File: config.mk
export PLATFORM = sky130hd
export DESIGN_NAME = wkup_event_ctrl
export DESIGN_NICKNAME = d
export VERILOG_FILES = /design/src/rtl/wkup_pkg.sv /design/src/rtl/wkup_edge_det.sv /design/src/rtl/wkup_flag_bank.sv /design/src/rtl/wkup_event_ctrl.sv
export SDC_FILE = /design/constraint.sdc
export NUM_CORES = 1
export LEC_CHECK = 0
export BUFFER_PORTS_ARGS = -buffer_cell sky130_fd_sc_hd__buf_4
export CAP_MARGIN = 10
export CORE_MARGIN = 4
export CORE_UTILIZATION = 59
export DETAILED_ROUTE_END_ITERATION = 16
export GPL_ROUTABILITY_DRIVEN = 0
export PLACE_DENSITY = 0.75
export RECOVER_POWER = 100
export SYNTH_ARGS = -nofsm -noshare
export SYNTH_HDL_FRONTEND = slang
export SYNTH_SLANG_ARGS = --single-unit
export TNS_END_PERCENT = 50
File: constraint.sdc
create_clock -name clk -period 2.2 [get_ports clk]
set_input_delay 0.22 -clock clk [delete_from_list [all_inputs] [get_ports clk]]
set_output_delay 0.22 -clock clk [all_outputs]
set_load 0.005 [all_outputs]
File: src/rtl/wkup_pkg.sv
package wkup_pkg;
  localparam int unsigned DATA_W       = 32;
  localparam int unsigned ADDR_W       = 8;
  localparam int unsigned GPIO_BASE    = 4;   // first port status address
  localparam int unsigned GPIO_STRIDE  = 8;   // status/enable pair per port
  localparam int unsigned PER_ST_ADDR  = 48;  // 0x30
  localparam int unsigned PER_EN_ADDR  = 52;  // 0x34
  localparam int unsigned PER_EDGE_W   = 4;   // ls[1:0], vbus, dma
  localparam int unsigned PER_FLAG_W   = 5;   // plus battery-backup exit
  localparam int unsigned BB_BUS_BIT   = 16;

  function automatic logic [ADDR_W-1:0] gpio_st_addr(input int unsigned p);
    return ADDR_W'(GPIO_BASE + p * GPIO_STRIDE);
  endfunction

  function automatic logic [ADDR_W-1:0] gpio_en_addr(input int unsigned p);
    return ADDR_W'(GPIO_BASE + p * GPIO_STRIDE + 4);
  endfunction
endpackage

File: src/rtl/wkup_edge_det.sv
module wkup_edge_det #(
  parameter int unsigned W = 4
) (
  input  logic         clk,
  input  logic         rst_n,
  input  logic [W-1:0] raw_i,
  output logic [W-1:0] edge_o
);
  logic [W-1:0] meta_q, sync_q, prev_q;

  always_ff @(posedge clk or negedge rst_n) begin
    if (!rst_n) begin
      meta_q <= '0;
      sync_q <= '0;
      prev_q <= '0;
    end else begin
      meta_q <= raw_i;
      sync_q <= meta_q;
      prev_q <= sync_q;
    end
  end

  assign edge_o = sync_q ^ prev_q;
endmodule

File: src/rtl/wkup_flag_bank.sv
module wkup_flag_bank #(
  parameter int unsigned W = 31
) (
  input  logic         clk,
  input  logic         rst_n,
  input  logic [W-1:0] set_i,
  input  logic [W-1:0] clr_i,
  output logic [W-1:0] flag_o
);
  logic [W-1:0] flag_q, flag_d;

  always_comb begin
    flag_d = (flag_q & ~clr_i) | set_i;
  end

  always_ff @(posedge clk or negedge rst_n) begin
    if (!rst_n) flag_q <= '0;
    else        flag_q <= flag_d;
  end

  assign flag_o = flag_q;

  AST_SET_WINS: assert property (@(posedge clk) disable iff (!rst_n)
    (|set_i) |=> ((flag_q & $past(set_i)) == $past(set_i)));
  AST_W1C_CLEARS: assert property (@(posedge clk) disable iff (!rst_n)
    (|(clr_i & ~set_i)) |=> ((flag_q & $past(clr_i & ~set_i)) == '0));
  AST_FLAG_HOLDS: assert property (@(posedge clk) disable iff (!rst_n)
    ((set_i == '0) && (clr_i == '0)) |=> $stable(flag_q));
endmodule

File: src/rtl/wkup_event_ctrl.sv
module wkup_event_ctrl
  import wkup_pkg::*;
#(
  parameter int unsigned NUM_PORTS = 4,
  parameter int unsigned PORT_PINS = 31
) (
  input  logic                           clk,
  input  logic                           rst_n,
  input  logic [NUM_PORTS*PORT_PINS-1:0] gpio_pin_i,
  input  logic [1:0]                     usb_ls_i,
  input  logic                           usb_vbus_i,
  input  logic                           dma_irq_i,
  input  logic                           bb_exit_i,
  input  logic                           gpio_wk_en_i,
  input  logic                           usb_wk_en_i,
  input  logic                           reg_wr_i,
  input  logic                           reg_rd_i,
  input  logic [7:0]                     reg_addr_i,
  input  logic [31:0]                    reg_wdata_i,
  output logic [31:0]                    reg_rdata_o,
  output logic                           wake_irq_o
);
  localparam int unsigned GPIO_W = NUM_PORTS * PORT_PINS;

  logic [GPIO_W-1:0]     gpio_edge;
  logic [PER_EDGE_W-1:0] per_edge;
  logic [PORT_PINS-1:0]  gflag  [NUM_PORTS];
  logic [PORT_PINS-1:0]  gen_q  [NUM_PORTS];
  logic [PORT_PINS-1:0]  gen_d  [NUM_PORTS];
  logic [PORT_PINS-1:0]  gclr   [NUM_PORTS];
  logic [PER_FLAG_W-1:0] pflag, pset, pclr;
  logic [PER_EDGE_W-1:0] pen_q, pen_d;
  logic [DATA_W-1:0]     rd_mux, rdata_q, rdata_d;
  logic                  irq_q, irq_d;
  logic                  gpio_hit, gpio_any;

  wkup_edge_det #(.W(GPIO_W)) u_gpio_edge (
    .clk(clk), .rst_n(rst_n), .raw_i(gpio_pin_i), .edge_o(gpio_edge));

  wkup_edge_det #(.W(PER_EDGE_W)) u_per_edge (
    .clk(clk), .rst_n(rst_n),
    .raw_i({dma_irq_i, usb_vbus_i, usb_ls_i}), .edge_o(per_edge));

  for (genvar p = 0; p < NUM_PORTS; p++) begin : g_port
    localparam logic [ADDR_W-1:0] ST_A = gpio_st_addr(p);
    localparam logic [ADDR_W-1:0] EN_A = gpio_en_addr(p);

    always_comb begin
      gclr[p] = (reg_wr_i && reg_addr_i == ST_A) ? reg_wdata_i[PORT_PINS-1:0] : '0;
      gen_d[p] = gen_q[p];
      if (reg_wr_i && reg_addr_i == EN_A) gen_d[p] = reg_wdata_i[PORT_PINS-1:0];
    end

    always_ff @(posedge clk or negedge rst_n) begin
      if (!rst_n) gen_q[p] <= '0;
      else        gen_q[p] <= gen_d[p];
    end

    wkup_flag_bank #(.W(PORT_PINS)) u_flags (
      .clk(clk), .rst_n(rst_n),
      .set_i(gpio_edge[p*PORT_PINS +: PORT_PINS]),
      .clr_i(gclr[p]), .flag_o(gflag[p]));
  end

  // Peripheral flags: [1:0] line state, [2] supply, [3] DMA, [4] backup exit.
  always_comb begin
    pset  = {bb_exit_i, per_edge};
    pclr  = '0;
    pen_d = pen_q;
    if (reg_wr_i && reg_addr_i == ADDR_W'(PER_ST_ADDR))
      pclr = {reg_wdata_i[BB_BUS_BIT], reg_wdata_i[PER_EDGE_W-1:0]};
    if (reg_wr_i && reg_addr_i == ADDR_W'(PER_EN_ADDR))
      pen_d = reg_wdata_i[PER_EDGE_W-1:0];
  end

  always_ff @(posedge clk or negedge rst_n) begin
    if (!rst_n) pen_q <= '0;
    else        pen_q <= pen_d;
  end

  wkup_flag_bank #(.W(PER_FLAG_W)) u_per_flags (
    .clk(clk), .rst_n(rst_n), .set_i(pset), .clr_i(pclr), .flag_o(pflag));

  // Read mux and interrupt combine
  always_comb begin
    rd_mux   = '0;
    gpio_hit = 1'b0;
    gpio_any = 1'b0;
    for (int unsigned p = 0; p < NUM_PORTS; p++) begin
      gpio_hit = gpio_hit | (|(gflag[p] & gen_q[p]));
      gpio_any = gpio_any | (|gflag[p]);
      if (reg_addr_i == gpio_st_addr(p)) rd_mux[PORT_PINS-1:0] = gflag[p];
      if (reg_addr_i == gpio_en_addr(p)) rd_mux[PORT_PINS-1:0] = gen_q[p];
    end
    if (reg_addr_i == ADDR_W'(PER_ST_ADDR)) begin
      rd_mux[PER_EDGE_W-1:0] = pflag[PER_EDGE_W-1:0];
      rd_mux[BB_BUS_BIT]     = pflag[PER_FLAG_W-1];
    end
    if (reg_addr_i == ADDR_W'(PER_EN_ADDR)) rd_mux[PER_EDGE_W-1:0] = pen_q;

    rdata_d = reg_rd_i ? rd_mux : rdata_q;
    irq_d   = (gpio_wk_en_i & gpio_hit)
            | (usb_wk_en_i & (|(pflag[1:0] & pen_q[1:0])))
            | (|(pflag[3:2] & pen_q[3:2]));
  end

  always_ff @(posedge clk or negedge rst_n) begin
    if (!rst_n) begin
      rdata_q <= '0;
      irq_q   <= 1'b0;
    end else begin
      rdata_q <= rdata_d;
      irq_q   <= irq_d;
    end
  end

  assign reg_rdata_o = rdata_q;
  assign wake_irq_o  = irq_q;

  AST_IRQ_NEEDS_FLAG: assert property (@(posedge clk) disable iff (!rst_n)
    wake_irq_o |-> $past(gpio_any | (|pflag[PER_EDGE_W-1:0])));
  AST_IRQ_RESET_LOW: assert property (@(posedge clk)
    $rose(rst_n) |-> !wake_irq_o);
endmodule

==> run metrics <==
outcome complete, but fails checks; failing checks max-capacitance violations, max-slew violations; later-pin clock latency in the skew report 0.60 ns; final setup margin 0.00398 ns; largest net degree at the start of global routing 92; final hold violation count 0; Syn Nets 1919; CTS tree yes; critical path buffer and inverter count 0; vias in the first global route 17600; post-DR vias/cell around 5.9; Ys Warns 0; most frequent cell after synthesis dfrtp_1; Final Hold Slack 0.152 ns; die footprint roughly 45000 um^2; via count 16400; Final Max Slew Viols 50; Worst Path Max Fanout 3; chip width between 200 and 250 um; Flop pwr share 49.2%; final setup vio count 0; Congestion Overflow GR 0; CTS sink count 673; Non-Filler Instances 2791; Port Buf Inserts 205; initial antenna violation count 1; area grow syn2layout 27.7%; f_max 0.455 GHz; Sw Ratio 22.9%; worst min path class primary input to flip-flop; top cells by area, synth dfrtp_1, mux2_2, xor2_1; core region area between 40000 and 50000 um^2; register area share after synthesis 69.3%; Max-cap violations 1; pre-CTS setup slack -0.102 ns; Unique masters post-synth 43; detailed placement HPWL 42.2 mm; Synth async-reset ratio 100%; Tmin final 2.20 ns; Critical Path Max Stage Delay approximately 0.41 ns; clock buffer count from CTS 66; kind of cell adding the most delay to the critical path compound AO/OA/AOI/OAI gates; IR drop worst, VDD around 0.86 mV; period utilisation layout 99.8%; Synth top area share 69.3%; first-pass GRT wire length about 100 mm; leakage between 0.01 and 0.015 uW; Root Driver clkbuf_16; crit path kind flip-flop to flip-flop; crit path launch type flip-flop; Initial Utilization 59.5%; top cells by count, synth dfrtp_1, nand2_1, mux2_2, a21o_1, xor2_1; number of synthesized flops with an enable pin 0; # DRC 0; DR WL/cell 24.1 um; clock share of power roughly 44%; clk slew on worst S/H paths 0.06 ns; combinational fraction of design power 7.4%; Psw 6160 uW; Final #Nets ~2400; pwr/cell area 867 nW/um^2; Worst-Margin Slew 1.81 ns; CTS H-tree depth 3; Avg Cell Area, Syn 13.9 um^2; Int Power 20800 uW; largest area contributor in the netlist dfrtp_1; Top Ports 208; Storage cell area 16800 um^2; Max Root-Sink Buffers 3; Post-Place Cells 2507; Synth Flop Type dfrtp_1; die height 211 um; Post-Syn Area 24300 um^2; CP Cell Sequence a22o_1, a221oi_1, nand4_1, nor4_2, nand3_4, a221o_1; Total Wirelength 67.3 mm; r2r setup slk 0.004 ns; Gate Count Post-Synth approximately 1700; # rows 74; Slew Limit Headroom -20.5%; slowest CP cell dfrtp_1; Data required, critical path ~2.7 ns; DRT Pass-1 Iters 6; initial drt markers 1744; diodes inserted 0; antenna viol nets, final 0; register bit count reported by yosys roughly 670; multi-input logic area between 7000 and 8000 um^2; Clock Skews about 0.024 ns; total global-route track usage a little under a third; CP Capture Type flip-flop; crit path DAT ~2.7 ns; fraction of layout cells with a size suffix above 1 about a quarter; fill count 2392
[through the flow]
stage	setup TNS (ns)	utilization, %	instance area, um^2	power, uW
5_1_grt	-0.0565	76.1	31100	27800
2_1_floorplan	0	-	24300	14000
4_1_cts	0	76.5	31200	27000
3_5_place_dp	-4.35	66.8	27300	15200
3_3_place_gp	-2.28	66.8	27300	15100
6_report	0	76.1	31100	26900
[routing by layer]
metal	track usage, %	part of all wire [%]
met3	6.77	8.7
met4	14.4	5.2
met5	0	0.019
met1	40.5	38
met2	49.2	48
[kinds of logic after synthesis]
kind of cell | share of synthesized area, %
DFF | 69.3
AOI/OAI and AO/OA | 11.5
and+or+nand+nor | 4.74
muxes | 8.34
xor gates and xnor gates | 4.61
buffers and inverters | 1.57
other | 0.0154
[area by class of cell]
class | instances | share of cell area, %
repair buffers | 476 | 13.1
multi-input cells | 983 | 23.1
flip-flops and latches | 673 | 54.2
clock inverters | 30 | 1.28
clock buffers | 89 | 6.09
well taps | 532 | 2.14
inverters | 8 | 0.0967
[layout by cell type, fill, tap and decap left out, types with 4 or more instances in the layout]
cell             n
clkbuf_2        17
bufinv_16        7
a221oi_2        10
dlygate4sd3_1  164
mux2_2         153
a31o_2          19
clkbuf_16       68
o21ai_0         49
mux2i_1         27
a221oi_1        29
inv_6            4
clkbuf_4       158
nand2b_1         7
clkinv_4         4
nand4_1          9
a21o_1         122
nand3_1         14
a22oi_1         57
a22o_1          21
a211oi_1         9
buf_12          14
xnor2_1          7
xor2_1         121
dfrtp_1        673
a21oi_1         79
clkinv_2         9
nand2_1        159
inv_1            8
buf_4          101
nor3_1           8
clkbuf_1        28
nor2_1          59
clkbuf_8        11
[registers in the layout (all words and copies together) (netlist names)]
| register | flops |
|---|---|
| u_gpio_edge.sync_q | 124 |
| u_per_edge.prev_q | 4 |
| u_gpio_edge.prev_q | 124 |
| g_port.u_flags.flag_o | 124 |
| u_gpio_edge.meta_q | 124 |
| u_per_edge.meta_q | 4 |
| reg_rdata_o | 31 |
| wake_irq_o | 1 |
| u_per_flags.flag_o | 5 |
| pen_q | 4 |
| u_per_edge.sync_q | 4 |
| gen_q | 124 |
[power by group through the flow]
stage / combinational (uW) / clock [uW] / sequential, uW
after floorplan: 688 / 0 / 13300
after global placement: 1670 / 0 / 13400
after detailed placement: 1700 / 0 / 13500
after CTS: 1960 / 11800 / 13200
after global routing: 2140 / 12400 / 13300
final: 1980 / 11700 / 13200
[worst register-to-register path: cells and delay by family, from the launching register on]
kind | cells | cell delay [ns]
AO/OA/AOI/OAI | 3 | 0.95
AND/OR/NAND/NOR | 3 | 0.70
flip-flops | 1 | 0.41
[timing repair]
item                                    CTS  global route
hold buffers                            164             0
pin swaps                                 1             3
endpoints found under the setup margin    1             1
resized for setup                         3            13
endpoints found under the hold margin   417             0
buffers inserted                          0             1
[path summary, 6_finish.rpt]
check / startpoint / end / cells after the start
worst max-delay path: gen_q[54]$_DFFE_PN0P_ / wake_irq_o$_DFF_PN0_ / 6
worst min-delay path: reg_addr_i[4] / reg_rdata_o[16]$_DFFE_PN0P_ / 4
worst max register to register: gen_q[54]$_DFFE_PN0P_ / wake_irq_o$_DFF_PN0_ / 6
worst min register to register: u_gpio_edge.meta_q[100]$_DFF_PN0_ / u_gpio_edge.sync_q[100]$_DFF_PN0_ / 0
max in group asynchronous: rst_n / u_gpio_edge.sync_q[75]$_DFF_PN0_ / 3
min in group asynchronous: rst_n / u_per_edge.meta_q[0]$_DFF_PN0_ / 2
Power figures use the tool's default switching activity.
